==> config.mk <==
export PLATFORM = sky130hd
export DESIGN_NAME = gpio_edge_bank
export DESIGN_NICKNAME = d
export VERILOG_FILES = /design/src/rtl/gpb_pkg.sv /design/src/rtl/gpb_decode.sv /design/src/rtl/gpb_edge.sv /design/src/rtl/gpb_irq.sv /design/src/rtl/gpio_edge_bank.sv
export SDC_FILE = /design/constraint.sdc
export NUM_CORES = 1
export LEC_CHECK = 0
export BUFFER_PORTS_ARGS = -buffer_cell sky130_fd_sc_hd__buf_2
export CAP_MARGIN = 5
export CORE_UTILIZATION = 54
export CTS_BUF_LIST = sky130_fd_sc_hd__clkbuf_4 sky130_fd_sc_hd__clkbuf_8
export DETAILED_ROUTE_END_ITERATION = 10
export GPL_TIMING_DRIVEN = 0
export PLACE_DENSITY_LB_ADDON = 0.05
export SYNTH_ARGS = -nofsm -noshare
export SYNTH_HDL_FRONTEND = slang
export SYNTH_SLANG_ARGS = --single-unit
==> constraint.sdc <==
create_clock -name clk -period 3.7 [get_ports clk]
set_input_delay 0 -clock clk [delete_from_list [all_inputs] [get_ports clk]]
set_output_delay 0 -clock clk [all_outputs]
set_load 0.02 [all_outputs]
==> src/rtl/gpb_pkg.sv <==
package gpb_pkg;

  localparam int unsigned AW = 9;

  typedef enum logic [1:0] {
    TRG_OFF  = 2'd0,
    TRG_RISE = 2'd1,
    TRG_FALL = 2'd2,
    TRG_BOTH = 2'd3
  } trig_e;

  localparam logic [AW-1:0] OFS_OUT_LVL = 9'h000;
  localparam logic [AW-1:0] OFS_IN_LVL  = 9'h020;
  localparam logic [AW-1:0] OFS_OUT_SET = 9'h040;
  localparam logic [AW-1:0] OFS_OUT_CLR = 9'h060;
  localparam logic [AW-1:0] OFS_STS     = 9'h080;
  localparam logic [AW-1:0] OFS_MSK_SET = 9'h0A0;
  localparam logic [AW-1:0] OFS_MSK_CLR = 9'h0C0;
  localparam logic [AW-1:0] OFS_CTL     = 9'h100;

  // control word layout
  localparam int unsigned CTL_DIR_BIT = 0;
  localparam int unsigned CTL_TRG_LSB = 3;

  typedef struct packed {
    logic out_set;
    logic out_clr;
    logic sts_clr;
    logic msk_set;
    logic msk_clr;
    logic ctl;
  } wstb_t;

endpackage

==> src/rtl/gpb_decode.sv <==
module gpb_decode
  import gpb_pkg::*;
#(
  parameter int unsigned NPINS = 32,
  localparam int unsigned IW   = (NPINS > 1) ? $clog2(NPINS) : 1
) (
  input  logic          bus_wr,
  input  logic          wr_unlock,
  input  logic [AW-1:0] bus_addr,
  output wstb_t         stb_o,
  output logic          ctl_hit_o,
  output logic [IW-1:0] ctl_idx_o
);

  logic          wen;
  logic [AW-1:0] ctl_off;
  logic [AW-1:0] ctl_word;

  always_comb begin
    wen       = bus_wr & wr_unlock;
    ctl_off   = bus_addr - OFS_CTL;
    ctl_word  = ctl_off >> 2;
    ctl_hit_o = (bus_addr >= OFS_CTL) && (ctl_word < AW'(NPINS))
                && (bus_addr[1:0] == 2'b00);
    ctl_idx_o = ctl_word[IW-1:0];

    stb_o.out_set = wen && (bus_addr == OFS_OUT_SET);
    stb_o.out_clr = wen && (bus_addr == OFS_OUT_CLR);
    stb_o.sts_clr = wen && (bus_addr == OFS_STS);
    stb_o.msk_set = wen && (bus_addr == OFS_MSK_SET);
    stb_o.msk_clr = wen && (bus_addr == OFS_MSK_CLR);
    stb_o.ctl     = wen && ctl_hit_o;
  end

endmodule

==> src/rtl/gpb_edge.sv <==
module gpb_edge
  import gpb_pkg::*;
#(
  parameter int unsigned NPINS = 32
) (
  input  logic                  clk,
  input  logic                  rst_n,
  input  logic [NPINS-1:0]      pin_in,
  input  logic [NPINS-1:0][1:0] trig_i,
  output logic [NPINS-1:0]      edge_o
);

  logic [NPINS-1:0] pin_q;
  logic [NPINS-1:0] pin_d;

  always_comb pin_d = pin_in;

  always_ff @(posedge clk or negedge rst_n) begin
    if (!rst_n) pin_q <= '0;
    else        pin_q <= pin_d;
  end

  for (genvar p = 0; p < NPINS; p++) begin : g_pin
    logic rise, fall;
    always_comb begin
      rise = pin_in[p] & ~pin_q[p];
      fall = ~pin_in[p] & pin_q[p];
      unique case (trig_e'(trig_i[p]))
        TRG_RISE: edge_o[p] = rise;
        TRG_FALL: edge_o[p] = fall;
        TRG_BOTH: edge_o[p] = rise | fall;
        default:  edge_o[p] = 1'b0;
      endcase
    end
  end

endmodule

==> src/rtl/gpb_irq.sv <==
module gpb_irq #(
  parameter int unsigned NPINS = 32
) (
  input  logic             clk,
  input  logic             rst_n,
  input  logic [NPINS-1:0] edge_i,
  input  logic             sts_clr_i,
  input  logic             msk_set_i,
  input  logic             msk_clr_i,
  input  logic [NPINS-1:0] wdata_i,
  output logic [NPINS-1:0] status_o,
  output logic [NPINS-1:0] mask_o,
  output logic             irq_o
);

  logic [NPINS-1:0] sts_q, sts_d;
  logic [NPINS-1:0] msk_q, msk_d;

  always_comb begin
    sts_d = sts_q;
    if (sts_clr_i) sts_d = sts_d & ~wdata_i;
    sts_d = sts_d | edge_i;              // new edge wins over a clear
    msk_d = msk_q;
    if (msk_set_i) msk_d = msk_d | wdata_i;
    if (msk_clr_i) msk_d = msk_d & ~wdata_i;
  end

  always_ff @(posedge clk or negedge rst_n) begin
    if (!rst_n) begin
      sts_q <= '0;
      msk_q <= '1;
    end else begin
      sts_q <= sts_d;
      msk_q <= msk_d;
    end
  end

  assign status_o = sts_q;
  assign mask_o   = msk_q;
  assign irq_o    = |(sts_q & ~msk_q);

  p_edge_sets_r6: assert property (@(posedge clk) disable iff (!rst_n)
    (edge_i != '0) |=> ((sts_q & $past(edge_i)) == $past(edge_i)));

  p_no_spont_status_r5: assert property (@(posedge clk) disable iff (!rst_n)
    1'b1 |=> ((sts_q & ~$past(sts_q) & ~$past(edge_i)) == '0));

  p_all_masked_quiet_r7: assert property (@(posedge clk) disable iff (!rst_n)
    (msk_q == '1) |-> !irq_o);

  p_irq_needs_status_r8: assert property (@(posedge clk) disable iff (!rst_n)
    irq_o |-> (sts_q != '0));

endmodule

==> src/rtl/gpio_edge_bank.sv <==
module gpio_edge_bank
  import gpb_pkg::*;
#(
  parameter int unsigned NPINS = 32,
  parameter int unsigned DW    = 32,
  localparam int unsigned IW   = (NPINS > 1) ? $clog2(NPINS) : 1
) (
  input  logic             clk,
  input  logic             rst_n,
  input  logic             wr_unlock,
  input  logic             bus_wr,
  input  logic [AW-1:0]    bus_addr,
  input  logic [DW-1:0]    bus_wdata,
  output logic [DW-1:0]    bus_rdata,
  input  logic [NPINS-1:0] pin_in,
  output logic [NPINS-1:0] pin_out,
  output logic [NPINS-1:0] pin_oe,
  output logic             irq
);

  wstb_t                 stb;
  logic                  ctl_hit;
  logic [IW-1:0]         ctl_idx;
  logic [NPINS-1:0]      wd;
  logic [NPINS-1:0]      out_q, out_d;
  logic [NPINS-1:0]      dir_q, dir_d;
  logic [NPINS-1:0][1:0] trig_q, trig_d;
  logic [NPINS-1:0]      edge_hit;
  logic [NPINS-1:0]      status, mask;

  assign wd = bus_wdata[NPINS-1:0];

  gpb_decode #(.NPINS(NPINS)) u_dec (
    .bus_wr    (bus_wr),
    .wr_unlock (wr_unlock),
    .bus_addr  (bus_addr),
    .stb_o     (stb),
    .ctl_hit_o (ctl_hit),
    .ctl_idx_o (ctl_idx)
  );

  gpb_edge #(.NPINS(NPINS)) u_edge (
    .clk    (clk),
    .rst_n  (rst_n),
    .pin_in (pin_in),
    .trig_i (trig_q),
    .edge_o (edge_hit)
  );

  gpb_irq #(.NPINS(NPINS)) u_irq (
    .clk       (clk),
    .rst_n     (rst_n),
    .edge_i    (edge_hit),
    .sts_clr_i (stb.sts_clr),
    .msk_set_i (stb.msk_set),
    .msk_clr_i (stb.msk_clr),
    .wdata_i   (wd),
    .status_o  (status),
    .mask_o    (mask),
    .irq_o     (irq)
  );

  // next state of output levels and per-pin control
  always_comb begin
    out_d = out_q;
    if (stb.out_set) out_d = out_d | wd;
    if (stb.out_clr) out_d = out_d & ~wd;
    dir_d  = dir_q;
    trig_d = trig_q;
    if (stb.ctl) begin
      dir_d[ctl_idx]  = bus_wdata[CTL_DIR_BIT];
      trig_d[ctl_idx] = bus_wdata[CTL_TRG_LSB +: 2];
    end
  end

  always_ff @(posedge clk or negedge rst_n) begin
    if (!rst_n) begin
      out_q  <= '0;
      dir_q  <= '1;
      trig_q <= '0;
    end else begin
      out_q  <= out_d;
      dir_q  <= dir_d;
      trig_q <= trig_d;
    end
  end

  assign pin_out = out_q;
  assign pin_oe  = ~dir_q;

  // read mux
  always_comb begin
    bus_rdata = '0;
    if (ctl_hit) begin
      bus_rdata[CTL_DIR_BIT]      = dir_q[ctl_idx];
      bus_rdata[CTL_TRG_LSB +: 2] = trig_q[ctl_idx];
    end else begin
      case (bus_addr)
        OFS_OUT_LVL: bus_rdata[NPINS-1:0] = out_q;
        OFS_IN_LVL:  bus_rdata[NPINS-1:0] = pin_in;
        OFS_STS:     bus_rdata[NPINS-1:0] = status;
        OFS_MSK_SET: bus_rdata[NPINS-1:0] = mask;
        default:     bus_rdata = '0;
      endcase
    end
  end

  p_out_set_r3: assert property (@(posedge clk) disable iff (!rst_n)
    stb.out_set |=> ((pin_out & $past(wd)) == $past(wd)));

  p_out_clr_r3: assert property (@(posedge clk) disable iff (!rst_n)
    stb.out_clr |=> ((pin_out & $past(wd)) == '0));

  p_lock_hold_r9: assert property (@(posedge clk) disable iff (!rst_n)
    !wr_unlock |=> ($stable(pin_out) && $stable(pin_oe)));

  p_lock_mask_r9: assert property (@(posedge clk) disable iff (!rst_n)
    !wr_unlock |=> $stable(mask));

endmodule

# After elaboration in Yosys (flattened, before gate mapping)
# Cells that the tools add are included.
dict set report totals {
  reg_bits 224
  in_bits 77
  output_inout_bits 97
  elab_cells 379
}
dict set report op_classes {
  addsub 1
  n_lt_le_gt_ge 4
  n_eq_ne 102
  n_mux 52
  bitwise 171
  reduce_logical 12
}
# cell n
set ops {}
lappend ops {{$mux 32} 5}
lappend ops {{$and 32x32->32} 4}
lappend ops {{$eq 2x2->1 const B} 64}
lappend ops {{$pmux 32 s4} 1}
lappend ops {{$not 32->32} 3}
lappend ops {{$or 32x32->32} 3}
lappend ops {{$pmux 1 s3} 32}
lappend ops {{$and 1x1->1} 65}
lappend ops {{$bwmux 64} 1}
lappend ops {{$eq 2x1->1 const B} 32}
lappend ops {{$not 1->1} 64}
lappend ops {{$bwmux 32} 1}
lappend ops {{$or 1x1->1} 32}
lappend ops {{$reduce_or 32->1} 1}
lappend ops {{$eq 9x8->1 const B} 3}
lappend ops {{$mux 27} 1}
lappend ops {{$eq 9x7->1 const B} 2}
lappend ops {{$bmux 2 s5} 1}
lappend ops {{$demux 2 s5} 1}
lappend ops {{$eq 9x6->1 const B} 1}
lappend ops {{$ge 9x9->1 const B} 1}
lappend ops {{$logic_and 1x1->1} 9}
lappend ops {{$logic_not 9->1} 1}
lappend ops {{$sub 9x9->9 const B} 1}
lappend ops {{other kinds (8)} 13}

# Longest topological paths before layout
# Gate-level depths: netlist of run 1.
dict set report logic_depth {
  ltp_word 6
  ltp_mapped 9
  mapped_depth_nobuf 5
}

# Hierarchy
# A second synthesis of run 1 with hierarchy kept.
dict set report hier_totals {
  hier_cells 1224
  hier_area_um2 12384.4
}
# module instances cells_per_inst area_each_um2
set modules_own_cells {}
lappend modules_own_cells {gpio_edge_bank 1 638 6966.7}
lappend modules_own_cells {gpb_irq 1 254 2645.0}
lappend modules_own_cells {gpb_edge 1 312 2632.5}
lappend modules_own_cells {gpb_decode 1 20 140.1}

# Worst setup path before layout of run 1
# Ideal clock, no wire load.
dict set report synth_timing {
  kind {input-to-reg}
  from {in bus_addr[7]}
  to {reg trig_q[62] in the netlist's numbering}
  arrival_ns 1.753
  required_time_ns 3.575
  slack_ns 1.822
  stages 7
  path_cell_list {buf_2 > or4b_1 > buf_2 > nor2_1 > nand3_2 > nor2_1 > mux2_2}
}
dict set report synth_via {
  elab_chain_len 5
  elab_cells_between_ends 6
  classes_between {add/sub (1); order compare (2); reduce/logical (3)}
}
# item line_no
set synth_lines {}
lappend synth_lines {{start, declared} gpio_edge_bank.sv:12} ;# input logic [AW-1:0] bus_addr,
lappend synth_lines {{$sub 9x9->9} gpb_decode.sv:21} ;# ctl_off = bus_addr - OFS_CTL;
lappend synth_lines {{$lt 7x6->1} gpb_decode.sv:23} ;# ctl_hit_o = (bus_addr >= OFS_CTL) && (ctl_word < AW'(NPINS))
lappend synth_lines {{$logic_and 1x1->1 *} gpb_decode.sv:23}
lappend synth_lines {{$logic_and 1x1->1 *} gpb_decode.sv:24} ;# && (bus_addr[1:0] == 2'b00);
lappend synth_lines {{$logic_and 1x1->1 *} gpb_decode.sv:32} ;# stb_o.ctl = wen && ctl_hit_o;
lappend synth_lines {{end signal, assigned} gpio_edge_bank.sv:84} ;# trig_q <= trig_d;
lappend synth_lines {{end, declared} gpio_edge_bank.sv:27} ;# logic [NPINS-1:0][1:0] trig_q, trig_d;
# Mark *: on every way between the ends. The rest lies on a longest branch, timed or not.
# A chain may end at the register's enable or synchronous reset.

# Worst setup path in the final report of run 1
dict set report layout_timing {
  from {in bus_addr[4]}
  to {out bus_rdata[19]}
}
dict set report layout_via {
  elab_chain_len 5
  elab_cells_between_ends 11
  classes_between {add/sub (1); order compare (2); eq/ne (3); mux (2); reduce/logical (3)}
}
# item line_no
set layout_lines {}
lappend layout_lines {{$sub 9x9->9} gpb_decode.sv:21}
lappend layout_lines {{$lt 7x6->1} gpb_decode.sv:23}
lappend layout_lines {{$logic_and 1x1->1} gpb_decode.sv:23}
lappend layout_lines {{$logic_and 1x1->1} gpb_decode.sv:24}
lappend layout_lines {{$mux 27 *} gpio_edge_bank.sv:94} ;# if (ctl_hit) begin
lappend layout_lines {{end, declared} gpio_edge_bank.sv:14} ;# output logic [DW-1:0] bus_rdata,
# Marks and branches as above.

==> impl_metrics.ini, run 1 <==
[run_status]
outcome = finished, final reports clean

[floorplanning]
coreArea_sq_um = 21800
ios = 174
die_w_microns = 151
rows = 54
initial_utilization_pct = 55.0
die_area_sq_um = 22800
dieHeight_microns = 151

[cts]
cts-resized-gates = 0
ctsRootBufferMaster = clkbuf_8
insertion_delay_ps = 540
cts-buffers-inserted = 42
cts_sinks = 224
clk_pin_slew_ps = 50
htreeDepth = 2
cts_tree = built
post_cts_buffers = 0
clockBufferDepth = 3

[drt]
drtIter0Drc = 960
ant_nets = 0
routedWlPerCell_microns = 22.3
drc = 0
via_per_inst = 5.92
drtPass1Iterations = 8
vias = 10391
drt_wl_total_mm = 39.0

[placed_design]
dp_hpwl_mm = 28.0
gp_congestion = 0.940
port-buffer-count = 168
place_area_sq_um = 13300

[worst_setup_path]
r2r-start = u_edge.pin_q[15]$_DFF_PN0_
critical_path_class = in -> out
cp_data_required_time_ps = 3700
worst_ep_arrival_time_ps = 2980
crit_path_frequent_cell = buf_2
critPathMaxFanout = 10
r2r_end = u_irq.status_o[15]$_DFF_PN0_
r2r_cells = 3
cp-start-kind = input pin
slowest_delay_ps = 610
ff2ff_setup_slack_ps = 2460
cp-end-kind = primary output
crit_chain = buf_2 -> clkbuf_1 -> or3_1 -> clkbuf_1 -> nor3_1 -> buf_2 -> buf_1 -> nand2_1 -> nand2_1 -> buf_2
crit_path_top_delay_cell = buf_1

[yosys]
syn_inst = 1162
synth-main-ff-cell = dfrtp_1
synth_seq_cells = 224
syn-mean-instance-area_sq_um = 10.3
syn-num-nets = 1303
ys_seq_area_share_pct = 47.4
synthArstFlopShare_pct = 100
synth.distinct_cells = 53
syn_area_sq_um = 12000
synth_edf_count = 0
yosysWarnings = 0

[min_path]
whs_path_depth = 4
min_from = bus_addr[2]
hold_class = in -> reg
hold_path_end = dir_q[4]$_DFFE_PN1P_

[timing]
fmax_mhz = 336
fin_crit_ps = 2980
period_share_pct = 80.5
rsz0062_at_grt = no
final_hold_viol_count = 0
fin_tns_setup_ps = 0
finalSetupViolCount = 0
whs_ps = 32.7
skew_ps = 10.3
final-max-slew-violation-count = 0
tightest_slew_ps = 1160
slew_headroom_pct = 21.9

[pwr]
total_power_w = 0.00595
leakagePower_nw = 7.20
peakVddDrop_mv = 0.441
power_per_cell_area_nw_per_um2 = 401

[grt]
grt_max_degree = 115
overflow = 0
grt_pass1_wl_mm = 58.2
grt_pass1_vias = 9981
antenna_found_initial = 0
gr-usage-all-layers_pct = 35.0

[cells_and_area]
fin_area_sq_um = 14800
diodes = 0
layout.nets = 1581
area_delta_synth_final_pct = 23.6
layout-drive-gt1-share_pct = 30.8

[run]
drv_cap = 0
## report_power, final
part           switching (W)  internal [W]
registers           0.000116       0.00257
clock network        0.00107       0.00156
logic               0.000359      0.000274
total                0.00155       0.00440
## placed cells by master, fill, tap and decap left out, drive strengths merged, types with 60 or more instances in the layout
cell type / instances
mux2: 97
ha: 64
dfstp: 64
clkbuf: 102
buf: 197
inv: 156
dfrtp: 160
a21oi: 135
nand2: 137
nor2: 63
dlygate4sd3: 63
mux2i: 60
## final cells by class
class	count	area, sq um
repair buffers	234	1560
well taps	280	350
flip-flops and latches	224	5690
clock inverters	8	90.1
inverters	156	586
plain buffers	58	275
multi-input cells	724	5450
fillers	1779	7000
clock buffers	70	832
## worst max path at each step
stage	endpoint	startpoint	slack [ps]
after CTS	bus_rdata[19]	bus_addr[4]	850
after detailed placement	bus_rdata[19]	bus_addr[4]	860
after global routing	bus_rdata[21]	bus_addr[4]	730
final	bus_rdata[19]	bus_addr[4]	720
after global placement	u_edge.pin_q[21]$_DFF_PN0_	rst_n	-1370
after floorplan	trig_q[62]$_DFFE_PN0P_	bus_addr[7]	1820
## per-stage QoR
step	utilization (%)	setup slack, ps	instances
floorplan	-	1820	1162
global placement	60.4	-1370	1610
detailed placement	60.7	856	1612
CTS	67.9	845	1754
global route	67.9	735	1754
finish	67.9	722	1754
## cell usage after synthesis (all sizes together), types with 8 or more instances
library cell / count / area [sq um]
dfrtp: 160 / 4000
inv: 156 / 586
nand2: 137 / 514
a21oi: 135 / 676
mux2: 97 / 1090
dfstp: 64 / 1680
ha: 64 / 801
nor2: 63 / 236
mux2i: 60 / 601
a221o: 32 / 320
clkbuf: 32 / 120
a222oi: 29 / 290
buf: 26 / 155
o22ai: 23 / 144
nor3: 11 / 71.3
mux4: 9 / 203
nor4: 8 / 77.6
## repair_timing
action	CTS	global route
hold buffers	64	0
setup endpoints to repair	0	0
endpoints found under the hold margin	227	0
## routing by layer
metal	global-route usage, %	routed length (microns)	vias to the layer above	part of all wire, %
met3	5.12	3080	83	7.9
met1	48.3	16100	5128	41
met2	56.4	18600	528	48
met4	12.3	1190	0	3.1
li1	-	-	4652	-
met5	0	0	-	0
## worst max-delay path: cells and delay by family
family                 cells  cell delay (ps)
and+or+nand+nor            4             1150
buffers and inverters      6             1820
## kinds of logic (layout without fill, tap and decap cells)
logic type	count (synthesis)	count (layout)	share of synthesized area [%]
AO/OA/AOI/OAI	241	241	13.3
flip-flops	224	224	47.4
adder cells (fa/ha/maj)	64	64	6.67
multiplexers	166	166	15.8
AND/OR/NAND/NOR	253	253	9.65
buffers and inverters	214	526	7.17
Power figures use the tool's default switching activity.
==> run 2: changes to the inputs <==
==> constraint.sdc (replaced) <==
create_clock -name clk -period 2.65 [get_ports clk]
set_input_delay 0 -clock clk [delete_from_list [all_inputs] [get_ports clk]]
set_output_delay 0 -clock clk [all_outputs]
set_load 0.02 [all_outputs]
==> impl_metrics.ini, run 2 (synthesized netlist as in run 1, its figures left out) <==
[run_status]
outcome = finished, final reports clean

[cells_and_area]
layout_common_cells = buf_2 (183), dfrtp_1 (160), inv_1 (156), nand2_1 (137), a21oi_1 (135)
layout-drive-gt1-share_pct = 30.9
final_common_cell = buf_2
utilization_pct = 67.9
diodes = 0
fin_area_sq_um = 14800
area_delta_synth_final_pct = 23.6
layout.nets = 1580

[placed_design]
gp_congestion = 0.940
port-buffer-count = 168
place_area_sq_um = 13300
dp_hpwl_mm = 28.0

[floorplanning]
ios = 174
die_area_sq_um = 22800
dieHeight_microns = 151
initial_utilization_pct = 55.0
die_w_microns = 151
rows = 54
coreArea_sq_um = 21800

[pwr]
power_frac_comb_pct = 10.6
netSwitchingPower_w = 0.00216
power_per_cell_area_nw_per_um2 = 561
peakVddDrop_mv = 0.616
leakagePower_nw = 7.20
clkPwrFrac_pct = 44.2
swShare_pct = 26.0
pwr-share-seq_pct = 45.2
power.internal_w = 0.00615

[cts]
clockBufferDepth = 3
htreeDepth = 2
ctsRootBufferMaster = clkbuf_8
post_cts_buffers = 0
cts_sinks = 224
clk_pin_slew_ps = 60
cts_tree = built
insertion_delay_ps = 550
cts-buffers-inserted = 42

[worst_setup_path]
worst_ep_arrival_time_ps = 2540
r2r_cells = 3
critical_path_class = reg -> out
cp-end-kind = primary output
critPathMaxFanout = 5
cp-start-kind = flop
r2r_end = u_irq.status_o[13]$_DFF_PN0_
cp_data_required_time_ps = 2650
critical_path.startpoint = trig_q[23]$_DFFE_PN0P_
ff2ff_setup_slack_ps = 1410
r2r-start = u_edge.pin_q[13]$_DFF_PN0_
endpoint = bus_rdata[4]

[timing]
fmax_mhz = 394
final-max-slew-violation-count = 0
skew_ps = 10.5
fin_crit_ps = 2540
finalSetupViolCount = 0
period_share_pct = 95.8
rsz0062_at_grt = no
tightest_slew_ps = 1140
final_hold_viol_count = 0
slew_headroom_pct = 23.2

[grt]
overflow = 0
grt_pass1_wl_mm = 58.1
antenna_found_initial = 0
grt_pass1_vias = 9978
gr-usage-all-layers_pct = 34.9
grt_max_degree = 115

[min_path]
hold_class = in -> async

[drt]
drc = 0
ant_nets = 0
via_per_inst = 5.92
drt_wl_total_mm = 39.0
vias = 10373
routedWlPerCell_microns = 22.3
drtIter0Drc = 957
drtPass1Iterations = 7

[run]
drv_cap = 0
-- run 2: changes by cell type in the layout (fill, tap and decap cells not counted) --
cell	before	now
buf_1	4	3
clkbuf_1	32	31
clkbuf_2	0	1
-- run 2: what timing repair did --
action	in CTS	in global routing
setup endpoints to repair	10	2
hold buffers	64	0
endpoints found under the hold margin	227	0
resized for setup	0	2
-- run 2: power groups by stage --
stage                     registers, W  logic (W)  clock network [W]
after floorplan                0.00374   0.000431                  0
after global placement         0.00380   0.000762                  0
after detailed placement       0.00380   0.000792                  0
after CTS                      0.00375   0.000873            0.00370
after global routing           0.00376   0.000968            0.00384
final                          0.00375   0.000884            0.00367
-- run 2: final cells by class --
| type | count | area, sq um |
|---|---|---|
| Fill cell | 1779 | 7000 |
| Sequential cell | 224 | 5690 |
| Multi-Input combinational cell | 724 | 5450 |
| Timing Repair Buffer | 234 | 1560 |
| Clock buffer | 70 | 832 |
| Inverter | 156 | 586 |
| Tap cell | 280 | 350 |
| Buffer | 57 | 273 |
| Clock inverter | 8 | 90.1 |
-- run 2: worst min-delay path by stage --
stage	slack (ps)	from	to	depth (start not counted)
after floorplan	-300	rst_n	async pin	0
after global placement	160	pin_in[21]	u_edge.pin_q[21]$_DFF_PN0_	1
after detailed placement	-110	rst_n	trig_q[9]$_DFFE_PN0P_	1
after CTS	10	bus_addr[2]	dir_q[4]$_DFFE_PN1P_	4
after global routing	60	rst_n	async pin	2
final	30	rst_n	async pin	2
-- run 2: per-stage QoR --
| step | instances | setup WS (ps) | total power (W) | hold slack [ps] | setup TNS [ps] |
|---|---|---|---|---|---|
| 5_1_grt | 1753 | 63.6 | 0.00857 | 57.5 | 0 |
| 6_report | 1753 | 111 | 0.00831 | 33.1 | 0 |
| 4_1_cts | 1753 | 110 | 0.00832 | 13.3 | 0 |
| 2_1_floorplan | 1162 | 772 | 0.00417 | -296 | 0 |
| 3_3_place_gp | 1610 | -2420 | 0.00456 | 157 | -447880 |
| 3_5_place_dp | 1612 | -194 | 0.00459 | -110 | -1450 |
-- run 2: layer usage --
layer  wire length [microns]  part of all wire [%]  global-route usage, %
met3                    2860                   7.3                   5.09
met4                    1260                   3.2                   12.2
met5                       0                     0                      0
met2                   18600                    48                   56.5
met1                   16300                    42                   48.0
-- run 2: worst max-delay path, cell delays in order (launching register included) --
cell	delay, ps
dfrtp_1	470
mux4_2	530
mux2_2	280
nand3b_1	80
a31oi_1	70
or3_1	390
buf_2	180
==> run 3: changes to the inputs <==
--- a/config.mk
+++ b/config.mk
@@ -11,7 +11,7 @@
 export CTS_BUF_LIST = sky130_fd_sc_hd__clkbuf_4 sky130_fd_sc_hd__clkbuf_8
 export DETAILED_ROUTE_END_ITERATION = 10
 export GPL_TIMING_DRIVEN = 0
-export PLACE_DENSITY_LB_ADDON = 0.05
+export PLACE_DENSITY = 0.8
 export SYNTH_ARGS = -nofsm -noshare
 export SYNTH_HDL_FRONTEND = slang
 export SYNTH_SLANG_ARGS = --single-unit
==> impl_metrics.ini, run 3 (synthesized netlist as in run 1, its figures left out) <==
[timing]
period_share_pct = 96.7
fin_crit_ps = 2560
slew_headroom_pct = 24.2
rsz0062_at_grt = no
fmax_mhz = 390
final-max-slew-violation-count = 0
skew_ps = 20.9
whs_ps = -17.4
finalSetupViolCount = 0
final_hold_viol_count = 2
tightest_slew_ps = 1130

[cts]
clk_pin_slew_ps = 60
post_cts_buffers = 0
cts_tree = built
clockBufferDepth = 3
htreeDepth = 2
ctsRootBufferMaster = clkbuf_8
insertion_delay_ps = 560
cts-buffers-inserted = 39
cts_sinks = 224

[grt]
antenna_found_initial = 1
grt_pass1_vias = 10645
overflow = 0
grt_max_degree = 86
grt_pass1_wl_mm = 59.1
gr-usage-all-layers_pct = 35.2

[pwr]
peakVddDrop_mv = 0.363
total_power_w = 0.00816
power_per_cell_area_nw_per_um2 = 554
leakagePower_nw = 7.15

[worst_setup_path]
critical_path_class = reg -> out
worst_ep_arrival_time_ps = 2560
crit_chain = mux4_2 -> mux2_2 -> nand3b_1 -> a31oi_1 -> or3_1 -> buf_2
cp_data_required_time_ps = 2650
cp-start-kind = flop
crit_path_top_delay_cell = mux4_2
slowest_delay_ps = 510
critPathMaxFanout = 4
cp-end-kind = primary output

[cells_and_area]
diodes = 0
layout_common_cells = buf_2 (183), dfrtp_1 (160), inv_1 (156), nand2_1 (137), a21oi_1 (135)
fillers = 1666
utilization_pct = 67.5
area_delta_synth_final_pct = 22.9
layout.nets = 1576
final_common_cell = buf_2
layout-drive-gt1-share_pct = 30.5

[run_status]
failed_checks = hold timing
outcome = finished with violations

[floorplanning]
die_w_microns = 151
dieHeight_microns = 151
initial_utilization_pct = 55.0
die_area_sq_um = 22800
rows = 54
coreArea_sq_um = 21800
ios = 174

[min_path]
hold_class = in -> async

[drt]
routedWlPerCell_microns = 22.8
vias = 10792
drt_wl_total_mm = 39.7
via_per_inst = 6.19
drc = 0
ant_nets = 0
drtPass1Iterations = 7
drtIter0Drc = 1380

[placed_design]
port-buffer-count = 168
dp_hpwl_mm = 27.8
gp_congestion = 0.960

[run]
drv_cap = 0
-- run 3: changes by cell type in the layout (fill, tap and decap cells not counted), sizes merged --
cell,change
clkinv,-1
buf,-1
clkinvlp,+1
clkbuf,-8
-- run 3: per-stage QoR --
step | TNS, ps | hold slack [ps] | instance area, sq um | cells | setup slack, ps
floorplan | 0 | -296 | 12000 | 1162 | 772
global placement | -404030 | 158 | 13200 | 1610 | -2200
detailed placement | -1120 | -6.13 | 13300 | 1612 | -146
CTS | 0 | 15.6 | 14700 | 1744 | 103
global route | 0 | 41.7 | 14700 | 1744 | 40.0
finish | 0 | -17.4 | 14700 | 1744 | 88.3
-- run 3: routing by layer --
layer | vias up | wire [microns] | track usage, % | part of all wire, %
met5 | - | 10 | 0 | 0.025
met4 | 2 | 2300 | 18.6 | 5.8
met3 | 175 | 4120 | 7.83 | 10
met2 | 745 | 18600 | 56.3 | 47
met1 | 5249 | 14700 | 44.6 | 37
li1 | 4621 | - | - | -
-- run 3: repair_timing --
item | CTS | global route
endpoints found under the setup margin | 10 | 1
gates resized for setup | 0 | 2
endpoints found under the hold margin | 304 | 0
hold buffers | 63 | 0
-- run 3: cell type report --
class	instances	area (sq um)	area share [%]
inverter	156	586	3.97
sequential	224	5690	38.6
clock inverter	8	92.6	0.628
timing repair buffer	233	1540	10.4
multi-input combinational	724	5450	37.0
buffer	57	273	1.85
tap	280	350	2.38
clock buffer	62	766	5.19
-- run 3: path summary, 6_finish.rpt --
check | from | endpoint | cells past startpoint | slack [ps]
min reg2reg | flop | flop | 2 | 540
max | trig_q[39]$_DFFE_PN0P_ | bus_rdata[4] | 6 | 90
max in group asynchronous | rst_n | async pin | 3 | 1830
max reg2reg | u_edge.pin_q[20]$_DFF_PN0_ | u_irq.status_o[20]$_DFF_PN0_ | 3 | 1390
min in group clk | bus_addr[2] | trig_q[8]$_DFFE_PN0P_ | 4 | 30
min | rst_n | async pin | 2 | -20
-- run 3: report_power, final --
part	leakage, nW	switching [W]	internal, W
Clock	0.457	0.00149	0.00203
Combinational	3.90	0.000507	0.000381
Sequential	2.80	0.000168	0.00359
-- run 3: critical path: cells and delay by family (launching register included) --
family | cells | cell delay (ps)
AO/OA/AOI/OAI | 1 | 70
buffers and inverters | 1 | 190
flip-flops | 1 | 470
multiplexers | 2 | 790
AND/OR/NAND/NOR | 2 | 490
